[src/rtl/eeprom_rd_pkg.sv]
package eeprom_rd_pkg;

   localparam logic [6:0] EE_DEV_ADDR = 7'b1010000;

   typedef enum logic [1:0] {
      WV_IDLE,
      WV_START,
      WV_STOP,
      WV_BIT
   } wave_kind_t;

   typedef enum logic [2:0] {
      SQ_IDLE,
      SQ_START,
      SQ_DEVW,
      SQ_WORD,
      SQ_RSTART,
      SQ_DEVR,
      SQ_DATA,
      SQ_STOP
   } seq_step_t;

endpackage

[src/rtl/i2c_quarter_tick.sv]
module i2c_quarter_tick #(
   parameter int unsigned QTR = 125
) (
   input  logic clk,
   input  logic rst_n,
   input  logic run,
   output logic tick
);
   localparam int unsigned CW = (QTR > 1) ? $clog2(QTR) : 1;
   localparam logic [CW-1:0] LAST = CW'(QTR - 1);

   logic [CW-1:0] cnt;

   always_ff @(posedge clk or negedge rst_n) begin
      if (!rst_n)                   cnt <= '0;
      else if (!run || cnt == LAST) cnt <= '0;
      else                          cnt <= cnt + CW'(1);
   end

   assign tick = run && (cnt == LAST);

   generate
      if (QTR > 1) begin : g_gap_chk
         // quarters are never shorter than two system clocks
         a_r4_tick_gap: assert property (@(posedge clk) disable iff (!rst_n)
            tick |=> !tick);
      end
   endgenerate

endmodule

[src/rtl/i2c_line_sync.sv]
module i2c_line_sync #(
   parameter int unsigned STAGES = 2
) (
   input  logic clk,
   input  logic rst_n,
   input  logic din,
   output logic dout
);
   generate
      if (STAGES == 0) begin : g_direct
         assign dout = din;
      end else begin : g_chain
         logic [STAGES-1:0] r;
         always_ff @(posedge clk or negedge rst_n) begin
            if (!rst_n) r <= '1;
            else begin
               r[0] <= din;
               for (int i = 1; i < STAGES; i++) r[i] <= r[i-1];
            end
         end
         assign dout = r[STAGES-1];
      end
   endgenerate

endmodule

[src/rtl/i2c_slot_wave.sv]
module i2c_slot_wave
   import eeprom_rd_pkg::*;
(
   input  wave_kind_t kind,
   input  logic [1:0] ph,
   input  logic       bit_val,
   output logic       scl_low,
   output logic       sda_low
);
   always_comb begin
      unique case (kind)
         WV_START: begin
            scl_low = (ph == 2'd0) || (ph == 2'd3);
            sda_low = ph[1];
         end
         WV_STOP: begin
            scl_low = (ph == 2'd0);
            sda_low = !ph[1];
         end
         WV_BIT: begin
            scl_low = (ph == 2'd0) || (ph == 2'd3);
            sda_low = !bit_val;
         end
         default: begin
            scl_low = 1'b0;
            sda_low = 1'b0;
         end
      endcase
   end

endmodule

[src/rtl/eeprom_seqrd_master.sv]
module eeprom_seqrd_master
   import eeprom_rd_pkg::*;
#(
   parameter int unsigned SYS_CLK_HZ  = 50_000_000,
   parameter int unsigned BUS_HZ      = 100_000,
   parameter int unsigned CNT_W       = 8,
   parameter int unsigned SYNC_STAGES = 2
) (
   input  logic             clk,
   input  logic             rst_n,
   input  logic             start,
   input  logic [CNT_W-1:0] byte_cnt,
   input  logic [7:0]       word_addr,
   input  logic             sda_in,
   output logic             scl_pull,
   output logic             sda_pull,
   output logic [7:0]       rd_data,
   output logic             rd_valid,
   output logic             done,
   output logic             err
);
   localparam int unsigned QTR = SYS_CLK_HZ / (4 * BUS_HZ);
   localparam logic [CNT_W-1:0] ONE_LEFT = CNT_W'(1);

   generate
      if (QTR < 2) begin : g_bad_div
         $error("quarter-bit must span at least two system clocks");
      end
      if (BUS_HZ > 100_000) begin : g_bad_rate
         $error("bus rate above standard mode");
      end
      if (SYNC_STAGES > 3) begin : g_bad_sync
         $error("too many synchroniser stages for the sample point");
      end
      if (CNT_W < 1) begin : g_bad_cnt
         $error("byte count needs at least one bit");
      end
   endgenerate

   seq_step_t        step;
   logic [1:0]       ph;
   logic [3:0]       bitn;
   logic [7:0]       tx_sh;
   logic [7:0]       rx_sh;
   logic [7:0]       word_q;
   logic [CNT_W-1:0] left;
   logic             bad_ack;
   logic             tick;
   logic             sda_s;
   logic             sending;
   wave_kind_t       kind;
   logic             bit_val;
   logic             scl_low;
   logic             sda_low;

   i2c_quarter_tick #(.QTR(QTR)) u_tick (
      .clk   (clk),
      .rst_n (rst_n),
      .run   (step != SQ_IDLE),
      .tick  (tick)
   );

   i2c_line_sync #(.STAGES(SYNC_STAGES)) u_sync (
      .clk   (clk),
      .rst_n (rst_n),
      .din   (sda_in),
      .dout  (sda_s)
   );

   assign sending = (step == SQ_DEVW) || (step == SQ_WORD) || (step == SQ_DEVR);

   always_comb begin
      unique case (step)
         SQ_IDLE:             kind = WV_IDLE;
         SQ_START, SQ_RSTART: kind = WV_START;
         SQ_STOP:             kind = WV_STOP;
         default:             kind = WV_BIT;
      endcase
      if (sending)                bit_val = (bitn == 4'd8) ? 1'b1 : tx_sh[7];
      else if (step == SQ_DATA)   bit_val = (bitn == 4'd8) ? (left == ONE_LEFT) : 1'b1;
      else                        bit_val = 1'b1;
   end

   i2c_slot_wave u_wave (
      .kind    (kind),
      .ph      (ph),
      .bit_val (bit_val),
      .scl_low (scl_low),
      .sda_low (sda_low)
   );

   always_ff @(posedge clk or negedge rst_n) begin
      if (!rst_n) begin
         scl_pull <= 1'b0;
         sda_pull <= 1'b0;
      end else begin
         scl_pull <= scl_low;
         sda_pull <= sda_low;
      end
   end

   always_ff @(posedge clk or negedge rst_n) begin
      if (!rst_n) begin
         step     <= SQ_IDLE;
         ph       <= 2'd0;
         bitn     <= 4'd0;
         tx_sh    <= 8'd0;
         rx_sh    <= 8'd0;
         word_q   <= 8'd0;
         left     <= '0;
         bad_ack  <= 1'b0;
         rd_data  <= 8'd0;
         rd_valid <= 1'b0;
         done     <= 1'b0;
         err      <= 1'b0;
      end else begin
         rd_valid <= 1'b0;
         done     <= 1'b0;
         if (step == SQ_IDLE) begin
            if (start && (byte_cnt != '0)) begin
               step    <= SQ_START;
               ph      <= 2'd0;
               bitn    <= 4'd0;
               left    <= byte_cnt;
               word_q  <= word_addr;
               bad_ack <= 1'b0;
               err     <= 1'b0;
            end
         end else if (tick) begin
            ph <= ph + 2'd1;
            if (ph == 2'd1) begin
               if (step == SQ_DATA && bitn != 4'd8) rx_sh <= {rx_sh[6:0], sda_s};
               if (sending && bitn == 4'd8)         bad_ack <= sda_s;
            end
            if (ph == 2'd3) begin
               unique case (step)
                  SQ_START: begin
                     step  <= SQ_DEVW;
                     tx_sh <= {EE_DEV_ADDR, 1'b0};
                     bitn  <= 4'd0;
                  end
                  SQ_RSTART: begin
                     step  <= SQ_DEVR;
                     tx_sh <= {EE_DEV_ADDR, 1'b1};
                     bitn  <= 4'd0;
                  end
                  SQ_DEVW, SQ_WORD, SQ_DEVR: begin
                     if (bitn != 4'd8) begin
                        bitn  <= bitn + 4'd1;
                        tx_sh <= {tx_sh[6:0], 1'b0};
                     end else begin
                        bitn <= 4'd0;
                        if (bad_ack) begin
                           step <= SQ_STOP;
                           err  <= 1'b1;
                        end else if (step == SQ_DEVW) begin
                           step  <= SQ_WORD;
                           tx_sh <= word_q;
                        end else if (step == SQ_WORD) begin
                           step <= SQ_RSTART;
                        end else begin
                           step <= SQ_DATA;
                        end
                     end
                  end
                  SQ_DATA: begin
                     if (bitn != 4'd8) begin
                        bitn <= bitn + 4'd1;
                        if (bitn == 4'd7) begin
                           rd_data  <= rx_sh;
                           rd_valid <= 1'b1;
                        end
                     end else begin
                        bitn <= 4'd0;
                        left <= left - ONE_LEFT;
                        if (left == ONE_LEFT) step <= SQ_STOP;
                     end
                  end
                  SQ_STOP: begin
                     step <= SQ_IDLE;
                     done <= 1'b1;
                  end
                  default: step <= SQ_IDLE;
               endcase
            end
         end
      end
   end

   // a block that stays idle leaves both lines released
   a_r1_idle_released: assert property (@(posedge clk) disable iff (!rst_n)
      (step == SQ_IDLE && $past(step) == SQ_IDLE) |-> (!scl_pull && !sda_pull));

   // a zero-length request never leaves idle
   a_r2_zero_ignored: assert property (@(posedge clk) disable iff (!rst_n)
      (step == SQ_IDLE && start && byte_cnt == '0) |=> (step == SQ_IDLE));

   // data moves under a high clock only inside START/STOP slots
   a_r5_sda_high_scl: assert property (@(posedge clk) disable iff (!rst_n)
      ((sda_pull != $past(sda_pull)) && !scl_pull && !$past(scl_pull))
      |-> ($past(step) == SQ_START || $past(step) == SQ_RSTART || $past(step) == SQ_STOP));

   // byte strobe is a single cycle
   a_r7_valid_pulse: assert property (@(posedge clk) disable iff (!rst_n)
      rd_valid |=> !rd_valid);

   // an aborted transfer never delivers data
   a_r8_err_no_data: assert property (@(posedge clk) disable iff (!rst_n)
      err |-> !rd_valid);

   // completion strobe is a single cycle
   a_r9_done_pulse: assert property (@(posedge clk) disable iff (!rst_n)
      done |=> !done);

endmodule

[config.mk]
export PLATFORM = sky130hd
export DESIGN_NAME = eeprom_seqrd_master
export DESIGN_NICKNAME = d
export VERILOG_FILES = /design/src/rtl/eeprom_rd_pkg.sv /design/src/rtl/i2c_quarter_tick.sv /design/src/rtl/i2c_line_sync.sv /design/src/rtl/i2c_slot_wave.sv /design/src/rtl/eeprom_seqrd_master.sv
export SDC_FILE = /design/constraint.sdc
export NUM_CORES = 1
export LEC_CHECK = 0
export CAP_MARGIN = 25
export CORE_ASPECT_RATIO = 0.7
export CORE_MARGIN = 2
export CORE_UTILIZATION = 30
export DETAILED_ROUTE_END_ITERATION = 8
export SYNTH_ARGS = -nofsm -noshare
export SYNTH_HDL_FRONTEND = slang
export SYNTH_SLANG_ARGS = --single-unit
[constraint.sdc]
create_clock -name clk -period 4.1 [get_ports clk]
set_input_delay 0.41 -clock clk [delete_from_list [all_inputs] [get_ports clk]]
set_output_delay 0.41 -clock clk [all_outputs]
set_load 0.005 [all_outputs]
==> results of run 1 <==
## worst max-delay path, delay by kind of cell (launching register included)
kind	cells	cell delay (ns)
AND/OR/NAND/NOR	2	0.92
flip-flops	1	0.72
AO/OA/AOI/OAI	1	0.60
multiplexers	1	0.35
## cells by family after synthesis
kind of cell	after synthesis
flip-flops	64
AO/OA/AOI/OAI	69
multiplexers	28
adder cells (fa/ha/maj)	9
buffers and inverters	30
AND/OR/NAND/NOR	115
XOR/XNOR	6
## state kept, by name, summed over array words and instances, names as in the netlist
name / count
left: 8
rd_data: 8
rx_sh: 8
tx_sh: 8
word_q: 8
u_tick.cnt: 7
bitn: 4
step: 3
ph: 2
u_sync.g_chain.r: 2
bad_ack: 1
done: 1
err: 1
rd_valid: 1
scl_pull: 1
sda_pull: 1
## cell type report
type,count,area (um^2)
multi-input combinational,227,1590
clock inverter,6,43.8
fill,1108,6840
tap,153,191
sequential,64,1600
clock buffer,10,239
timing repair buffer,35,338
inverter,13,48.8
## where the power goes
part           total (mW)  internal (mW)  switching, mW
logic              0.0326         0.0163         0.0163
registers           0.634          0.634       0.000406
clock network       0.711          0.427          0.284
total                1.38           1.08          0.301
## through the flow
stage | hold slack [ns] | util, % | instance area [um^2] | power, mW | setup slack [ns]
after floorplan | 0.114 | - | 3310 | 0.646 | 2.05
after global placement | 0.347 | 34.6 | 3770 | 0.679 | 1.36
after detailed placement | 0.351 | 34.6 | 3770 | 0.679 | 1.34
after CTS | 0.202 | 37.2 | 4050 | 1.40 | 1.41
after global routing | 0.252 | 37.2 | 4050 | 1.42 | 1.23
final | 0.178 | 37.2 | 4050 | 1.38 | 1.39
## layer usage
| metal | global-route usage, % | vias to the layer above |
|---|---|---|
| met2 | 18.5 | 43 |
| li1 | - | 1213 |
| met1 | 17.4 | 1204 |
| met5 | 0 | - |
| met4 | 4.39 | 0 |
| met3 | 3.97 | 8 |
## layout by cell type, fill, tap and decap left out, types with 4 or more instances in the layout
| master | Yosys | layout |
|---|---|---|
| nand2_1 | 46 | 46 |
| mux2_4 | 8 | 8 |
| and3_1 | 7 | 7 |
| o21ai_0 | 5 | 5 |
| o2bb2ai_1 | 4 | 4 |
| inv_1 | 13 | 13 |
| nand3_1 | 11 | 11 |
| a211oi_1 | 6 | 6 |
| ha_1 | 9 | 9 |
| clkbuf_16 | 0 | 9 |
| o22ai_1 | 6 | 6 |
| a31oi_1 | 4 | 4 |
| nor3_1 | 5 | 4 |
| a21oi_1 | 16 | 16 |
| dfrtp_1 | 62 | 62 |
| a221oi_1 | 4 | 4 |
| xor2_1 | 5 | 5 |
| nor2_1 | 25 | 25 |
| mux2_2 | 16 | 16 |
| clkdlybuf4s50_1 | 0 | 31 |
## worst max-delay path by stage
stage               end  slack (ns)  depth (start not counted)
4_1_cts        tx_sh[0]        1.41                          4
2_1_floorplan  tx_sh[0]        2.05                          7
6_report       tx_sh[1]        1.39                          4
5_1_grt        tx_sh[1]        1.23                          4
3_5_place_dp    step[1]        1.34                          5
3_3_place_gp    step[1]        1.36                          5
==> qor.yml, run 1 <==
drt:
  drt_wl_total_um: 7160
  dr_total_vias: 2468
  dr_wl_met2_um: 3130
  ant_nets: 0
  drt_pass1_iterations: 4
  top_layer: "met4"
  drc: 0
  dr_wl_met3_um: 327
  wl_met1_um: 3610
  wl_per_cell_um: 14.1
  via_per_inst: 4.86
  drtIter0Drc: 136
yosys:
  yosysTopAreaCell: "dfrtp_1"
  synthSimpleGateAreaFrac_pct: 17.2
  synthArstFlopShare_pct: 100
  synth_ff_type: "dfrtp_1"
  synth_area_per_cell_um2: 10.3
  synth_edf_count: 0
  synthMuxAreaShare_pct: 10.3
  synthAdderAreaFrac_pct: 3.40
  yosysUniqueCellTypes: 55
  syn_area_um2: 3310
  synthesis.nets: 350
  synth_compound_area_share_pct: 15.3
  netlist_instances: 321
  synthXorXnorAreaFrac_pct: 1.59
  synth_top_family_by_area: "simple AND/OR/NAND/NOR gates"
  ys_warn_count: 0
  yosysTopAreaCellShare_pct: 46.8
  ys_seq_area_share_pct: 48.4
  synthTopCellsByArea: "dfrtp_1, mux2_2, nand2_1, mux2_4, ha_1"
  synth-seq-cells: 64
  yosysMostFrequentCell: "dfrtp_1"
  synth_common_cells: "dfrtp_1, nand2_1, nor2_1"
sta:
  final_hold_viol_count: 0
  fin_worst_skew_ns: 0.00732
  setup_viol: 0
  min_period_over_period_pct: 66.2
  maxSlewHeadroom_pct: 44.3
  fin_setup_tns_ns: 0
  tightest_slew_ns: 0.832
  fin_crit_ns: 2.71
  finalMaxSlewViolations: 0
  rsz0062_at_grt: "false"
  fmax_ghz: 0.368
floorplan:
  dieHeight_um: 91.9
  dieArea_um2: 11900
  coreArea_um2: 10900
  rows: 32
  fp.dieW_um: 130
  ioPinCount: 33
  initial_core_util_pct: 30.4
cts:
  hold_buffers: 0
  cts.htree.levels: 3
  clk_path_buf_depth: 2
  cts_buffers: 9
  clk_pin_slew_ns: 0.05
  cts.sink_count: 64
  cts_setup_buffers: 0
  clock_latency_ns: 0.33
  cts_tree: "built"
  cts_resized: 0
  clockRootBuffer: "clkbuf_16"
hold_path:
  min_path_type: "in -> async"
critical_path:
  cpPeakStageDelay_ns: 0.72
  crit_arrival_ns: 2.93
  worstReg2RegStart: "step[2]"
  crit_type: "reg -> reg"
  timing.rr.end: "tx_sh[1]"
  path_cells: "or3_1 -> nand4_4 -> a221oi_4 -> mux2_4"
  critical_path_required_ns: 4.31
  worst-path-max-fanout: 18
  r2r_cells: 4
  start_kind: "flop"
  rrSetupSlack_ns: 1.39
  cp-end-kind: "flop"
  critPathLaunch: "step[2]"
  crit_slowest_cell: "dfrtp_1"
cells_and_area:
  stdcell_count: 508
  final_nets: 379
  area_growth_syn_to_layout_pct: 22.3
  num_antenna_cells: 0
  drive_above_1_share_pct: 15.2
run:
  drv_cap: 0
placement:
  gp_congestion: 0.805
  io_buffers: 32
  dpl.hpwl_um: 4970
  dp.cells: 492
status:
  status: "complete, no violations"
global_route:
  grt.overflow.total: 0
  grt_pass1_wl_um: 11800
  grt_pass1_vias: 2448
  grt_max_degree: 36
  antenna_found_initial: 0
  track_usage_pct: 12.6
power_and_ir_drop:
  powerDensity_nw_per_um2: 340
  ir_drop_v: 0.000218
  p_leak_nw: 1.79
No activity file was read; power rests on OpenSTA's default activity.
==> inputs of run 2 (changes only) <==
clock period = 2.8 ns   (was 4.1 ns; I/O delays follow)
==> qor.yml, run 2 (synthesis gave the netlist of run 1 again) <==
cells_and_area:
  stdcell_area_um2: 4130  # +1.9%
  layout_common_cells: "dfrtp_1, nand2_1, clkdlybuf4s50_1"
  num_antenna_cells: 0  # unchanged
  final_nets: 386  # +1.8%
  final_core_util_pct: 37.9  # +0.70 points
  fillerInstances: 1099  # -0.81%
  drive_above_1_share_pct: 16.9  # +1.6 points
  stdcell_count: 515  # +1.4%
  final_common_cell: "dfrtp_1"
  area_growth_syn_to_layout_pct: 24.6
global_route:
  busiest_layer: "met1"
  grt_max_degree: 33  # -8.3%
  track_usage_pct: 13.6  # +0.97 points
  grt.overflow.total: 0  # unchanged
  grt_pass1_wl_um: 12700  # +7.2%
  met3_usage_pct: 3.56  # -0.41 points
  use_met2_pct: 19.0  # +0.48 points
  grt_pass1_vias: 2569  # +4.9%
  use_met1_pct: 19.3  # +1.9 points
  antenna_found_initial: 0  # unchanged
floorplan:
  fp.dieW_um: 130  # unchanged
  dieArea_um2: 11900  # unchanged
  dieHeight_um: 91.9  # unchanged
  ioPinCount: 33  # unchanged
  coreArea_um2: 10900  # unchanged
  rows: 32  # unchanged
  initial_core_util_pct: 30.4  # unchanged
hold_path:
  min_path_type: "in -> async"
power_and_ir_drop:
  powerDensity_nw_per_um2: 513  # +51%
  p_leak_nw: 1.83  # +2.3%
  ir_drop_v: 0.000337  # +55%
  p_total_mw: 2.12  # +54%
cts:
  hold_buffers: 0  # unchanged
  cts.htree.levels: 3  # unchanged
  cts_resized: 0  # unchanged
  cts_buffers: 9  # unchanged
  clk_path_buf_depth: 2  # unchanged
  clock_latency_ns: 0.33  # about the same
  clockRootBuffer: "clkbuf_16"
  cts_setup_buffers: 0  # unchanged
  cts_tree: "built"
  cts.sink_count: 64  # unchanged
  clk_pin_slew_ns: 0.06  # about the same
placement:
  dp.cells: 499  # +1.4%
  gp_congestion: 0.819  # +1.7%
  placed_cell_area_um2: 3820  # +1.4%
  dpl.hpwl_um: 5160  # +3.9%
  place_ws_ns: 0.518  # -0.819 ns
  io_buffers: 32  # unchanged
sta:
  final_hold_viol_count: 0  # unchanged
  fin_setup_tns_ns: 0  # unchanged
  finalMaxSlewViolations: 0  # unchanged
  min_period_over_period_pct: 79.7  # +14 points
  fmax_ghz: 0.448  # +22%
  fin_worst_skew_ns: 0.00610  # -0.00122 ns
  maxSlewHeadroom_pct: 50.2  # +5.9 points
  fin_crit_ns: 2.23  # -0.482 ns
  whs_ns: 0.00643  # -0.171 ns
  setup_slack_ns: 0.568  # -0.818 ns
  setup_viol: 0  # unchanged
  tightest_slew_ns: 0.747  # -0.0859 ns
  rsz0062_at_grt: "false"
status:
  status: "complete, no violations"
drt:
  drc: 0  # unchanged
  dr_total_vias: 2542  # +3.0%
  drtIter0Drc: 140  # +2.9%
  via_per_inst: 4.94  # +1.6%
  wl_per_cell_um: 14.4  # +2.2%
  drt_pass1_iterations: 4  # unchanged
  drt_wl_total_um: 7420  # +3.6%
  ant_nets: 0  # unchanged
critical_path:
  critical_path_required_ns: 3.01  # -1.30 ns
  start_kind: "flop"
  cp-end-kind: "flop"
  crit_arrival_ns: 2.44  # -0.49 ns
  r2r_cells: 5  # +1
  worst-path-max-fanout: 18  # unchanged
  crit_type: "reg -> reg"
run:
  drv_cap: 0  # unchanged
run 2: changes by cell type in the layout (fill, tap and decap cells not counted), sizes merged:
cell / previous run / this run
clkinv: 4 / 2
clkinvlp: 1 / 2
buf: 4 / 11
bufinv: 0 / 1
run 2: layer usage:
metal | share of wire (%) | up-vias
li1 | - | 1229
met1 | 51 | 1248
met2 | 43 | 52
met3 | 4.2 | 13
met4 | 1.9 | 0
met5 | 0 | -
run 2: final timing paths:
path	slack [ns]	from	to
worst max-delay path	0.57	step[2]	tx_sh[0]
worst min-delay path	0.006	rst_n	rd_valid
worst max register to register	0.57	step[2]	tx_sh[0]
worst min register to register	0.36	u_sync.g_chain.r[0]	u_sync.g_chain.r[1]
max in group asynchronous	2.07	rst_n	left[1]
min in group clk	0.36	u_sync.g_chain.r[0]	u_sync.g_chain.r[1]
run 2: critical path, stage by stage (launching register included):
cell	delay [ns]
dfrtp_1	0.75
nand3b_1	0.37
a21oi_1	0.38
a221oi_4	0.09
buf_4	0.22
mux2_4	0.31
run 2: final cells by class:
type                    instances  area [um^2]  area share (%)
clock inverters                 6         67.6            1.64
multi-input cells             227         1590            38.5
inverters                      13         48.8            1.18
clock buffers                  10          239            5.79
flip-flops and latches         64         1600            38.8
well taps                     153          191            4.64
repair buffers                 42          390            9.45
run 2: where the power goes:
group / leakage (nW) / internal (mW) / switching (mW)
Sequential: 0.816 / 0.928 / 0.000486
Clock: 0.145 / 0.716 / 0.426
Combinational: 0.872 / 0.0249 / 0.0255
Total: 1.83 / 1.67 / 0.452
==> inputs of run 3 (changes only) <==
clock period = 1.8 ns   (was 2.8 ns; I/O delays follow)
==> qor.yml, run 3 (synthesis gave the netlist of run 1 again) <==
critical_path:
  worst-path-buf-inv: 1  # unchanged
  cp-end-kind: "flop"
  critical_path_required_ns: 2.01  # -1.00 ns
  crit_arrival_ns: 2.05  # -0.39 ns
  crit_slowest_cell: "dfrtp_2"
  crit_family: "simple AND/OR/NAND/NOR gates"
  worst-path-max-fanout: 8  # -10
  cpPeakStageDelay_ns: 0.45  # -0.30 ns
  path_cells: "nand2b_4 -> or3_4 -> a221oi_4 -> buf_12 -> mux2_4"
  start_kind: "flop"
  crit_type: "reg -> reg"
sta:
  fmax_ghz: 0.544  # +22%
  finalMaxSlewViolations: 0  # unchanged
  setup_viol: 8  # +8
  fin_setup_tns_ns: -0.268  # -0.268 ns
  final_hold_viol_count: 0  # unchanged
  whs_ns: 0.259  # +0.253 ns
  setup_slack_ns: -0.0368  # -0.605 ns
  min_period_over_period_pct: 102  # +22 points
  rsz0062_at_grt: "true"
  maxSlewHeadroom_pct: 65.9  # +16 points
  fin_worst_skew_ns: 0.00494  # -0.00116 ns
  tightest_slew_ns: 0.507  # -0.239 ns
  fin_crit_ns: 1.84  # -0.395 ns
cts:
  clk_pin_slew_ns: 0.06  # about the same
  clk_path_buf_depth: 2  # unchanged
  clock_latency_ns: 0.33  # about the same
  cts.htree.levels: 3  # unchanged
  clockRootBuffer: "clkbuf_16"
  cts_buffers: 9  # unchanged
  cts_tree: "built"
  cts.sink_count: 64  # unchanged
floorplan:
  dieHeight_um: 91.9  # unchanged
  ioPinCount: 33  # unchanged
  dieArea_um2: 11900  # unchanged
  initial_core_util_pct: 30.4  # unchanged
  fp.dieW_um: 130  # unchanged
  rows: 32  # unchanged
  coreArea_um2: 10900  # unchanged
placement:
  dp.cells: 532  # +6.6%
  gp_congestion: 0.850  # +3.8%
  dpl.hpwl_um: 5440  # +5.4%
  io_buffers: 32  # unchanged
status:
  status: "finished, violations left"
  violations: "negative setup slack"
power_and_ir_drop:
  power_switching_mw: 0.686  # +52%
  p_comb_share_pct: 2.5  # about the same
  internal-power_mw: 2.89  # +73%
  seqPwrFrac_pct: 40.4  # -3.4 points
  ir_drop_v: 0.000578  # +71%
  p_sw_share_pct: 19.2  # -2.1 points
  powerDensity_nw_per_um2: 757  # +47%
  p_leak_nw: 2.13  # +16%
  clkPwrFrac_pct: 57.1  # +3.3 points
drt:
  dr_total_vias: 2722  # +7.1%
  drt_wl_total_um: 7970  # +7.5%
  via_per_inst: 4.87  # -1.3%
  ant_nets: 0  # unchanged
  wl_per_cell_um: 14.3  # -0.99%
  drt_pass1_iterations: 4  # unchanged
  drc: 0  # unchanged
  drtIter0Drc: 222  # +59%
cells_and_area:
  num_antenna_cells: 0  # unchanged
  area_growth_syn_to_layout_pct: 42.5
  drive_above_1_share_pct: 31.0  # +14 points
  final_nets: 430  # +11%
  final_core_util_pct: 43.4  # +5.5 points
  fillerInstances: 1030  # -6.3%
  final_common_cell: "dfrtp_1"
  stdcell_count: 559  # +8.5%
  layout_common_cells: "dfrtp_1, nand2_1, buf_4"
global_route:
  track_usage_pct: 13.6  # about the same
  antenna_found_initial: 0  # unchanged
  grt_max_degree: 65  # +97%
  grt_pass1_wl_um: 12600  # -0.82%
  grt_pass1_vias: 2532  # -1.4%
  grt.overflow.total: 0  # unchanged
run:
  drv_cap: 0  # unchanged
hold_path:
  min_path_type: "in -> reg"
## run 3: cell types whose count changed in the layout (fill, tap and decap cells not counted), moves of 3 or more
cell | before | now
dfrtp_1 | 62 | 59
dfrtp_2 | 0 | 3
mux2_2 | 16 | 8
buf_4 | 10 | 43
buf_12 | 0 | 5
buf_6 | 0 | 4
mux2_4 | 8 | 16
## run 3: per-stage QoR
stage          worst slack, ns  instance area [um^2]  power [mW]
6_report               -0.0368                  4720        3.57
5_1_grt                 -0.102                  4720        3.70
4_1_cts                -0.0160                  4520        3.63
3_5_place_dp            -0.302                  4140        1.56
3_3_place_gp            -0.272                  4140        1.56
2_1_floorplan           -0.135                  3330        1.47
## run 3: worst paths after layout
path | slack, ns | to | cells after the start | start
worst max-delay path | -0.04 | tx_sh[6] | 5 | step[2]
worst min-delay path | 0.26 | u_sync.g_chain.r[0] | 1 | sda_in
worst max register to register | -0.04 | tx_sh[6] | 5 | step[2]
worst min register to register | 0.35 | u_sync.g_chain.r[1] | 0 | u_sync.g_chain.r[0]
max in group asynchronous | 1.06 | u_sync.g_chain.r[0] | 3 | rst_n
min in group asynchronous | 0.39 | left[5] | 3 | rst_n
## run 3: power by group through the flow
| stage | combinational (mW) | clock [mW] | sequential [mW] |
|---|---|---|---|
| after global routing | 0.0989 | 2.16 | 1.44 |
| after global placement | 0.0887 | 0 | 1.47 |
| after floorplan | 0.00170 | 0 | 1.47 |
| after CTS | 0.0909 | 2.10 | 1.44 |
| final | 0.0898 | 2.04 | 1.44 |
| after detailed placement | 0.0893 | 0 | 1.47 |
## run 3: layer usage
metal	global-route usage (%)	up-vias	share of wire (%)	wire, um
met4	3.49	0	1.2	96
li1	-	1317	-	-
met5	0	-	0	0
met2	18.1	67	43	3400
met1	20.7	1326	51	4040
met3	4.61	12	5.4	431
## run 3: timing repair
| item | in CTS | in global routing |
|---|---|---|
| endpoints found under the setup margin | 26 | 43 |
| hold buffers | 1 | 0 |
| hold endpoints to repair | 62 | 0 |
| gates cloned | 0 | 1 |
| pin swaps | 2 | 8 |
| resized for setup | 7 | 32 |
| buffers inserted | 0 | 9 |
## run 3: area by class of cell
type | instances | area, um^2 | area share, %
inverters | 13 | 48.8 | 1.03
flip-flops and latches | 64 | 1610 | 34.0
clock buffers | 10 | 239 | 5.06
multi-input cells | 227 | 1720 | 36.5
clock inverters | 6 | 115 | 2.44
repair buffers | 86 | 798 | 16.9
well taps | 153 | 191 | 4.05
